**config.mk**
```make
export PLATFORM = sky130hd
export DESIGN_NAME = rtc_freeze_ctrl
export DESIGN_NICKNAME = d
export VERILOG_FILES = /design/src/rtl/rtc_pkg.sv /design/src/rtl/rtc_prescaler.sv /design/src/rtl/rtc_bcd_field.sv /design/src/rtl/rtc_host_regs.sv /design/src/rtl/rtc_freeze_ctrl.sv
export SDC_FILE = /design/constraint.sdc
export NUM_CORES = 1
export LEC_CHECK = 0
export BUFFER_PORTS_ARGS = -buffer_cell sky130_fd_sc_hd__buf_2
export CORE_MARGIN = 4
export CORE_UTILIZATION = 50
export CTS_CLUSTER_SIZE = 40
export DETAILED_ROUTE_END_ITERATION = 12
export GPL_TIMING_DRIVEN = 0
export HOLD_SLACK_MARGIN = 0.15
export PLACE_DENSITY = 0.68
export SETUP_SLACK_MARGIN = 0.15
export SLEW_MARGIN = 0
export SYNTH_ARGS = -nofsm -noshare
export SYNTH_HDL_FRONTEND = slang
export SYNTH_SLANG_ARGS = --single-unit
```
**constraint.sdc**
```tcl
create_clock -name clk -period 3.7 [get_ports clk]
set_input_delay 0.37 -clock clk [delete_from_list [all_inputs] [get_ports clk]]
set_output_delay 0.37 -clock clk [all_outputs]
set_load 0.01 [all_outputs]
```
**src/rtl/rtc_pkg.sv**
```systemverilog
package rtc_pkg;
   localparam int NUM_FIELDS = 4;
   localparam int IDX_SEC    = 0;
   localparam int IDX_MIN    = 1;
   localparam int IDX_HOUR   = 2;
   localparam int IDX_DOW    = 3;

   typedef logic [7:0] bcd_t;

   function automatic bcd_t field_max(input int idx);
      case (idx)
         IDX_SEC, IDX_MIN: return 8'h59;
         IDX_HOUR:         return 8'h23;
         default:          return 8'h07;
      endcase
   endfunction

   function automatic bcd_t field_min(input int idx);
      return (idx == IDX_DOW) ? 8'h01 : 8'h00;
   endfunction

   function automatic bcd_t field_mask(input int idx);
      case (idx)
         IDX_SEC, IDX_MIN: return 8'h7F;
         IDX_HOUR:         return 8'h3F;
         default:          return 8'h07;
      endcase
   endfunction

   function automatic bcd_t bcd_next(input bcd_t v, input bcd_t vmax, input bcd_t vmin);
      if (v == vmax)        return vmin;
      if (v[3:0] >= 4'd9)   return {v[7:4] + 4'd1, 4'd0};
      return v + 8'd1;
   endfunction
endpackage

```
**src/rtl/rtc_prescaler.sv**
```systemverilog
module rtc_prescaler #(
   parameter int PRESC_W = 15,
   parameter int FT_BIT  = 5
) (
   input  logic clk,
   input  logic rst_n,
   input  logic tick_en,
   input  logic restart,
   output logic sec_tick,
   output logic ft_wave
);
   logic [PRESC_W-1:0] div_q;

   always_ff @(posedge clk) begin
      if (!rst_n)       div_q <= '0;
      else if (restart) div_q <= '0;
      else if (tick_en) div_q <= div_q + 1'b1;
   end

   assign sec_tick = tick_en && !restart && (&div_q);
   assign ft_wave  = div_q[FT_BIT];
endmodule

```
**src/rtl/rtc_bcd_field.sv**
```systemverilog
module rtc_bcd_field
   import rtc_pkg::*;
#(
   parameter int IDX = 0
) (
   input  logic clk,
   input  logic rst_n,
   input  logic inc,
   input  logic load,
   input  bcd_t load_val,
   output bcd_t val,
   output logic carry
);
   localparam bcd_t MAXV = field_max(IDX);
   localparam bcd_t MINV = field_min(IDX);

   always_ff @(posedge clk) begin
      if (!rst_n)    val <= MINV;
      else if (load) val <= load_val;
      else if (inc)  val <= bcd_next(val, MAXV, MINV);
   end

   assign carry = inc && !load && (val == MAXV);
endmodule

```
**src/rtl/rtc_host_regs.sv**
```systemverilog
module rtc_host_regs
   import rtc_pkg::*;
#(
   parameter int                ADDR_W    = 15,
   parameter logic [ADDR_W-1:0] CTRL_ADDR = 15'h7FF8
) (
   input  logic                        clk,
   input  logic                        rst_n,
   input  logic                        rd_en,
   input  logic                        wr_en,
   input  logic [ADDR_W-1:0]           addr,
   input  logic [7:0]                  wdata,
   input  logic [NUM_FIELDS-1:0][7:0]  cnt_val,
   input  logic                        ft_wave,
   output logic [NUM_FIELDS-1:0][7:0]  usr_val,
   output logic                        w_frz,
   output logic                        r_frz,
   output logic                        ft_en,
   output logic                        load_cnt,
   output logic [7:0]                  rdata
);
   logic                  ctrl_hit;
   logic [NUM_FIELDS-1:0] hit;
   logic [7:0]            rd_mux;

   assign ctrl_hit = (addr == CTRL_ADDR);

   for (genvar i = 0; i < NUM_FIELDS; i++) begin : g_dec
      assign hit[i] = (addr == CTRL_ADDR + ADDR_W'(i + 1));
   end

   assign load_cnt = wr_en && ctrl_hit && !wdata[7] && w_frz;

   always_ff @(posedge clk) begin
      if (!rst_n) begin
         w_frz <= 1'b0;
         r_frz <= 1'b0;
         ft_en <= 1'b0;
      end else if (wr_en) begin
         if (ctrl_hit) begin
            w_frz <= wdata[7];
            r_frz <= wdata[6];
         end
         if (hit[IDX_DOW]) ft_en <= wdata[6];
      end
   end

   always_ff @(posedge clk) begin
      for (int i = 0; i < NUM_FIELDS; i++) begin
         if (!rst_n)
            usr_val[i] <= field_min(i);
         else if (w_frz) begin
            if (wr_en && hit[i]) usr_val[i] <= wdata & field_mask(i);
         end else if (!r_frz)
            usr_val[i] <= cnt_val[i];
      end
   end

   always_comb begin
      rd_mux = 8'h00;
      if (ctrl_hit) rd_mux = {w_frz, r_frz, 6'b0};
      for (int i = 0; i < NUM_FIELDS; i++)
         if (hit[i]) rd_mux = usr_val[i];
      if (hit[IDX_DOW]) rd_mux = {1'b0, ft_en, 3'b000, usr_val[IDX_DOW][2:0]};
      if (hit[IDX_SEC] && ft_en) rd_mux = {usr_val[IDX_SEC][7:1], ft_wave};
   end

   always_ff @(posedge clk) begin
      if (!rst_n)     rdata <= 8'h00;
      else if (rd_en) rdata <= rd_mux;
   end
endmodule

```
**src/rtl/rtc_freeze_ctrl.sv**
```systemverilog
module rtc_freeze_ctrl
   import rtc_pkg::*;
#(
   parameter int                ADDR_W    = 15,
   parameter logic [ADDR_W-1:0] CTRL_ADDR = 15'h7FF8,
   parameter int                PRESC_W   = 15,
   parameter int                FT_BIT    = 5
) (
   input  logic              clk,
   input  logic              rst_n,
   input  logic              tick_en,
   input  logic              rd_en,
   input  logic              wr_en,
   input  logic [ADDR_W-1:0] addr,
   input  logic [7:0]        wdata,
   output logic [7:0]        rdata
);
   if (FT_BIT >= PRESC_W) begin : g_bad_ft
      $error("FT_BIT must index a prescaler bit");
   end
   if (PRESC_W < 2) begin : g_bad_presc
      $error("PRESC_W must be at least 2");
   end
   if (ADDR_W < 3) begin : g_bad_addr
      $error("ADDR_W too small for the register map");
   end

   logic [NUM_FIELDS-1:0][7:0] cnt_val;
   logic [NUM_FIELDS-1:0][7:0] usr_val;
   logic [NUM_FIELDS:0]        inc_chain;
   logic sec_tick, ft_wave, load_cnt, w_frz, r_frz, ft_en;

   rtc_prescaler #(.PRESC_W(PRESC_W), .FT_BIT(FT_BIT)) u_presc (
      .clk(clk), .rst_n(rst_n), .tick_en(tick_en), .restart(load_cnt),
      .sec_tick(sec_tick), .ft_wave(ft_wave)
   );

   assign inc_chain[0] = sec_tick;

   for (genvar i = 0; i < NUM_FIELDS; i++) begin : g_field
      rtc_bcd_field #(.IDX(i)) u_fld (
         .clk(clk), .rst_n(rst_n), .inc(inc_chain[i]), .load(load_cnt),
         .load_val(usr_val[i]), .val(cnt_val[i]), .carry(inc_chain[i+1])
      );
   end

   rtc_host_regs #(.ADDR_W(ADDR_W), .CTRL_ADDR(CTRL_ADDR)) u_regs (
      .clk(clk), .rst_n(rst_n), .rd_en(rd_en), .wr_en(wr_en), .addr(addr),
      .wdata(wdata), .cnt_val(cnt_val), .ft_wave(ft_wave), .usr_val(usr_val),
      .w_frz(w_frz), .r_frz(r_frz), .ft_en(ft_en), .load_cnt(load_cnt),
      .rdata(rdata)
   );
endmodule

```
==> impl_metrics.py, run 1 <==
metrics = {
    "outcome": {
        "outcome": "complete, no violations",
    },
    "placed_design": {
        "dpl.hpwl_um": 12460,
        "portBuffers": 32,
        "place.gp.congestion": 0.9699,
    },
    "cells_and_area": {
        "syn_to_final_growth_pct": 9.735,
        "diodes": 0,
        "ff_latch_area_mm2": 0.001802,
        "nets": 719,
        "final_cell_mix": "dfxtp_1, nor2_1, nand2_1",
        "multiInputGateArea_mm2": 0.003176,
        "final_common_cell": "dfxtp_1",
        "fill_cells": 963,
        "drive_above_1_share_pct": 13.48,
    },
    "synthesis": {
        "syn_avg_cell_area_um2": 8.363,
        "seq_area_frac_synth_pct": 34.36,
        "ys_async_sr_fraction_pct": 0,
        "synth_edf_count": 0,
        "synth_ff_type": "dfxtp_1",
        "yosysWarnings": 0,
        "synth.distinct_cells": 74,
        "synth_area_mm2": 0.005244,
        "synth_seq_cells": 90,
        "syn-num-nets": 676,
        "syn_inst": 627,
    },
    "global_routing": {
        "grt_usage_pct": 27.16,
        "grt_overflow": 0,
        "grt_pass1_wl_um": 26790,
        "grt_max_degree": 16,
        "grt_pass1_vias": 4968,
        "antenna_found_initial": 1,
    },
    "cts": {
        "cts_hold_buf": 0,
        "clkTransAtPathRegs_ns": 0.09,
        "root_buffer": "clkbuf_8",
        "cts_buffers": 9,
        "cts_max_path_buffers": 2,
        "cts_sinks": 90,
        "post_cts_resized": 0,
        "cts_tree": "done",
        "clkLatencyLatePin_ns": 0.37,
        "cts.htree.levels": 3,
        "cts_setup_buffers": 0,
    },
    "sta": {
        "drv_slew": 0,
        "worst_slew_pin_slew_ns": 1.111,
        "fin_crit_sh_pct": 71.10,
        "finalSetupTns_ns": 0,
        "maxSlewHeadroom_pct": 25.22,
        "setup_viol": 0,
        "grt_setup_unrepaired": "false",
        "hold_viol": 0,
        "finClkSkew_ns": 0.01276,
        "fin_crit_ns": 2.631,
        "fmax_mhz": 380.2,
    },
    "critical_path": {
        "cp.arrival_ns": 2.87,
        "endpoint_kind": "register",
        "critPathRequiredTime_ns": 3.94,
        "path_max_fanout": 6,
        "path_class": "register to register",
        "startpoint_type": "register",
    },
    "power": {
        "seq_power_share_pct": 57.2,
        "swShare_pct": 25.86,
        "power.switching_uw": 441.9,
        "clockPowerShare_pct": 37.3,
        "cellPowerDensity_mw_per_mm2": 297.0,
        "intPower_uw": 1267,
        "power_uw": 1709,
        "p_leak_uw": 0.002180,
        "pwr-share-comb_pct": 5.4,
        "ir_worst_vdd_v": 0.0001565,
    },
    "floorplanning": {
        "io_pins": 36,
        "die_area_mm2": 0.01219,
        "die_y_um": 110.4,
        "core_mm2": 0.01028,
        "die_w_um": 110.4,
        "rows": 37,
        "start_util_pct": 51.02,
    },
    "detailed_routing": {
        "routed_via_density": 6.255,
        "dr_total_vias": 5073,
        "routedWlPerCell_um": 20.46,
        "ant_nets": 0,
        "drt-initial-drc-count": 538,
        "wl_um": 16600,
        "drcViolationCount": 0,
        "drtPass1Iterations": 7,
    },
    "flow_run": {
        "max-cap-violations": 0,
    },
    "hold_path": {
        "hold_class": "input port to register",
    },
}
state kept, by name, indices dropped and copies added (netlist names):
name and flops:
g_field.u_fld.val 32, u_regs.usr_val 32, u_presc.div_q 15, u_regs.rdata 8
u_regs.ft_en 1, u_regs.r_frz 1, u_regs.w_frz 1
kinds of logic after synthesis:
group	synth area share, %
XOR/XNOR	2.673
AND/OR/NAND/NOR	25.63
adder cells (fa/ha/maj)	5.011
multiplexers	4.438
AO/OA/AOI/OAI	22.81
buffers and inverters	5.082
flip-flops	34.36
final cells by class:
class	instances	area share (%)
buffer	37	3.001
sequential	90	31.31
clock buffer	10	2.392
clock inverter	6	0.7393
inverter	25	1.631
tap	136	2.957
timing repair buffer	32	2.783
multi-input combinational	475	55.19
power groups by stage:
stage / Combinational [µW] / Clock (µW) / Sequential [µW]
finish: 93.0 / 638 / 978
detailed placement: 90.4 / 0 / 1000
global placement: 89.6 / 0 / 1000
floorplan: 45.3 / 0 / 1000
CTS: 91.1 / 643 / 978
global route: 100 / 685 / 979
final timing paths:
check / start / to / slack [ns] / cells past startpoint
setup reg to reg: g_field[1].u_fld.val[6]$_SDFFE_PN0P_ / g_field[3].u_fld.val[4]$_SDFFE_PN0P_ / 1.07 / 5
hold reg to reg: u_regs.usr_val[29]$_SDFFE_PN0P_ / u_regs.usr_val[29]$_SDFFE_PN0P_ / 0.47 / 2
hold / removal: wdata[7] / u_regs.w_frz$_SDFFE_PN0N_ / 0.27 / 3
setup / recovery: g_field[1].u_fld.val[6]$_SDFFE_PN0P_ / g_field[3].u_fld.val[4]$_SDFFE_PN0P_ / 1.07 / 5
per-layer routing:
layer  global-route usage (%)  vias to the layer above  routed length [µm]
met1                    34.59                     2417                7015
met2                    45.39                      225                7868
met3                    5.425                       34                1253
met5                        0                        -                   0
li1                         -                     2397                   -
met4                    10.10                        0                 459
worst max-delay path: stages, from the launching register on:
cell	delay, ns
dfxtp_1	0.45
or4bb_1	0.54
nor4_1	0.55
nand2_1	0.31
o21ai_1	0.51
a31oi_1	0.13
cells in the mapped netlist, types with 6 or more instances:
cell	instances	area, µm²
dfxtp_1	90	1802
and3_1	9	56.30
inv_1	25	93.84
o211ai_1	9	67.56
or3_1	6	37.54
mux2i_1	21	210.2
xor2_1	9	78.83
a31oi_1	12	75.07
clkbuf_1	23	86.33
o21ai_0	41	205.2
nand3_1	17	85.08
nor2_1	71	266.5
o211a_1	9	90.09
ha_1	21	262.8
nand2_1	48	180.2
nand4_1	12	75.07
a21oi_1	40	200.2
buf_2	9	45.04
xnor2_1	7	61.31
or4_1	6	45.04
o31ai_1	7	52.55
nand2b_1	8	50.05
a211oi_1	15	112.6
per-stage QoR:
step / hold WS (ns) / utilization (%) / std cells / setup WS [ns] / cell area (µm²)
3_3_place_gp: 0.4488 / 54.24 / 795 / 1.027 / 5574
4_1_cts: 0.2613 / 55.99 / 811 / 1.100 / 5754
6_report: 0.2657 / 55.99 / 811 / 1.069 / 5754
5_1_grt: 0.2886 / 55.99 / 811 / 0.8719 / 5754
3_5_place_dp: 0.4563 / 54.24 / 795 / 0.9440 / 5574
2_1_floorplan: 0.4328 / - / 627 / 1.677 / 5244
Power figures use the tool's default switching activity.
==> run 2, diff against run 1 <==
- clock period: 3.7 -> 2.5 ns (I/O delays scaled with it)
==> run 2 against run 1 <==
  * Worst hold slack got worse by 0.031 ns
  * Utilization grew 1.1 points
  * Sequential cell count stayed put
  * Total power increased by 48%
  * Non-clock buffer count is 5 higher
  * Routed wire length grew 0.94%
  * Die area is the same
  * Sequential share of layout area is 0.54 points lower
  * First-iteration DRC count is 0.56% lower
==> impl_metrics.py, run 2 (synthesized netlist as in run 1, its figures left out) <==
metrics = {
    "outcome": {
        "outcome": "complete, no violations",
    },
    "hold_path": {
        "min_to": "u_presc.div_q[0]$_SDFFE_PP0P_",
        "whs_path_depth": 3,
        "hold_class": "input port to register",
        "min_from": "tick_en",
    },
    "detailed_routing": {
        "drcViolationCount": 0,
        "routed_via_density": 6.298,
        "drtPass1Iterations": 6,
        "ant_nets": 0,
        "drt-initial-drc-count": 535,
        "routedWlPerCell_um": 20.53,
        "dr_total_vias": 5139,
        "wl_um": 16750,
    },
    "cells_and_area": {
        "nets": 724,
        "reg_top3": "g_field.u_fld.val: 32 flops, u_regs.usr_val: 32 flops, u_presc.div_q: 15 flops",
        "syn_to_final_growth_pct": 11.81,
        "final_cell_mix": "dfxtp_1, nor2_1, nand2_1",
        "utilization_pct": 57.05,
        "drive_above_1_share_pct": 15.00,
        "diodes": 0,
        "final_common_cell": "dfxtp_1",
        "stdcell_area_mm2": 0.005863,
    },
    "floorplanning": {
        "rows": 37,
        "die_area_mm2": 0.01219,
        "die_w_um": 110.4,
        "start_util_pct": 51.02,
        "core_mm2": 0.01028,
        "die_y_um": 110.4,
        "io_pins": 36,
    },
    "global_routing": {
        "grt_overflow": 0,
        "grt_pass1_vias": 4969,
        "grt_usage_pct": 27.13,
        "antenna_found_initial": 1,
        "grt_max_degree": 16,
        "grt_pass1_wl_um": 26760,
    },
    "critical_path": {
        "cpPeakStageDelay_ns": 0.76,
        "slowest_stage": "nor2_1",
        "endpoint_kind": "register",
        "cp.arrival_ns": 2.62,
        "path_class": "register to register",
        "path_max_fanout": 10,
        "cp_cell_sequence": "clkbuf_1 -> nand3b_1 -> nor2_1 -> buf_2 -> a211oi_1 -> nor3_1",
        "r2r_slack_ns": 0.17,
        "reg2reg_from": "u_regs.w_frz$_SDFFE_PN0N_",
        "critPathRequiredTime_ns": 2.79,
        "worst-path-buf-inv": 2,
        "startpoint_type": "register",
        "reg2reg_to": "g_field[0].u_fld.val[1]$_SDFFE_PN0P_",
        "rr_worst_depth": 6,
        "critical-path-top-delay-family": "simple AND/OR/NAND/NOR gates",
    },
    "sta": {
        "fmax_mhz": 429.8,
        "fin_crit_sh_pct": 93.07,
        "maxSlewHeadroom_pct": 23.20,
        "grt_setup_unrepaired": "true",
        "finClkSkew_ns": 0.01137,
        "fin_crit_ns": 2.327,
        "worst_slew_pin_slew_ns": 1.141,
        "hold_viol": 0,
        "worst_slack_ns": 0.1733,
        "drv_slew": 0,
        "setup_viol": 0,
        "finalSetupTns_ns": 0,
    },
    "cts": {
        "cts_buffers": 9,
        "root_buffer": "clkbuf_8",
        "cts.htree.levels": 3,
        "cts_sinks": 90,
        "cts_max_path_buffers": 2,
        "cts_tree": "done",
        "clkTransAtPathRegs_ns": 0.09,
        "clkLatencyLatePin_ns": 0.37,
    },
    "power": {
        "clockPowerShare_pct": 37.4,
        "cellPowerDensity_mw_per_mm2": 432.4,
        "power.switching_uw": 658.3,
        "pwr-share-comb_pct": 5.5,
        "power_uw": 2535,
        "ir_worst_vdd_v": 0.0002320,
        "p_leak_uw": 0.002273,
        "seq_power_share_pct": 57.1,
        "intPower_uw": 1877,
        "swShare_pct": 25.97,
    },
    "placed_design": {
        "portBuffers": 32,
        "place_area_mm2": 0.005574,
        "dpl_worst_slack_ns": -0.1360,
        "dpl.hpwl_um": 12460,
        "place.gp.congestion": 0.9699,
    },
    "flow_run": {
        "max-cap-violations": 0,
    },
}
run 2: cell types whose count changed in the layout (fill, tap and decap cells not counted), sizes merged:
cell	before	now
dlygate4sd3	0	1
buf	46	50
run 2: worst max-delay path by stage:
stage | depth (start not counted) | start | end
floorplan | 7 | u_presc.div_q[0]$_SDFFE_PP0P_ | g_field[1].u_fld.val[7]$_SDFFE_PN0P_
global placement | 7 | addr[0] | u_presc.div_q[7]$_SDFFE_PP0P_
detailed placement | 7 | addr[0] | u_presc.div_q[12]$_SDFFE_PP0P_
CTS | 6 | g_field[0].u_fld.val[0]$_SDFFE_PN0P_ | g_field[3].u_fld.val[0]$_SDFFE_PN1P_
global route | 5 | u_regs.w_frz$_SDFFE_PN0N_ | u_presc.div_q[12]$_SDFFE_PP0P_
finish | 6 | u_regs.w_frz$_SDFFE_PN0N_ | g_field[0].u_fld.val[1]$_SDFFE_PN0P_
run 2: worst register-to-register path: cells and delay by family, from the launching register on:
family	cells	cell delay [ns]
AO/OA/AOI/OAI	1	0.08
buffers and inverters	2	0.72
AND/OR/NAND/NOR	3	1.14
flip-flops	1	0.32
run 2: timing repair:
action / CTS / global route
resized for setup: 5 / 8
pin swaps: 0 / 4
setup endpoints to repair: 17 / 33
hold buffers: 1 / 0
setup buffers: 0 / 4
endpoints found under the hold margin: 1 / 0
run 2: area by class of cell:
cell class                      count  area (µm²)
Buffer                             37       173.9
Clock buffer                       10       137.6
Clock inverter                      6       42.54
Fill cell                         953        4414
Inverter                           25       93.84
Multi-Input combinational cell    475        3241
Sequential cell                    90        1804
Tap cell                          136       170.2
Timing Repair Buffer               37       200.2
run 2: power by group through the flow:
stage	clock, µW	combinational [µW]	sequential (µW)
6_report	947	140	1450
3_5_place_dp	0	134	1480
2_1_floorplan	0	67.1	1480
4_1_cts	952	136	1450
3_3_place_gp	0	133	1480
5_1_grt	1010	150	1450
run 2: routing by layer:
layer  up-vias  GRT usage [%]  routed length, µm
met1      2437          34.42               7136
li1       2404              -                  -
met3        39          5.205               1305
met5         -              0                  0
met2       259          45.83               7814
met4         0          9.770                497
run 2: per-stage QoR:
| stage | hold WS [ns] | cells |
|---|---|---|
| after floorplan | 0.3868 | 627 |
| after global placement | 0.4488 | 795 |
| after detailed placement | 0.4563 | 795 |
| after CTS | 0.2202 | 812 |
| after global routing | 0.2672 | 816 |
| final | 0.2348 | 816 |
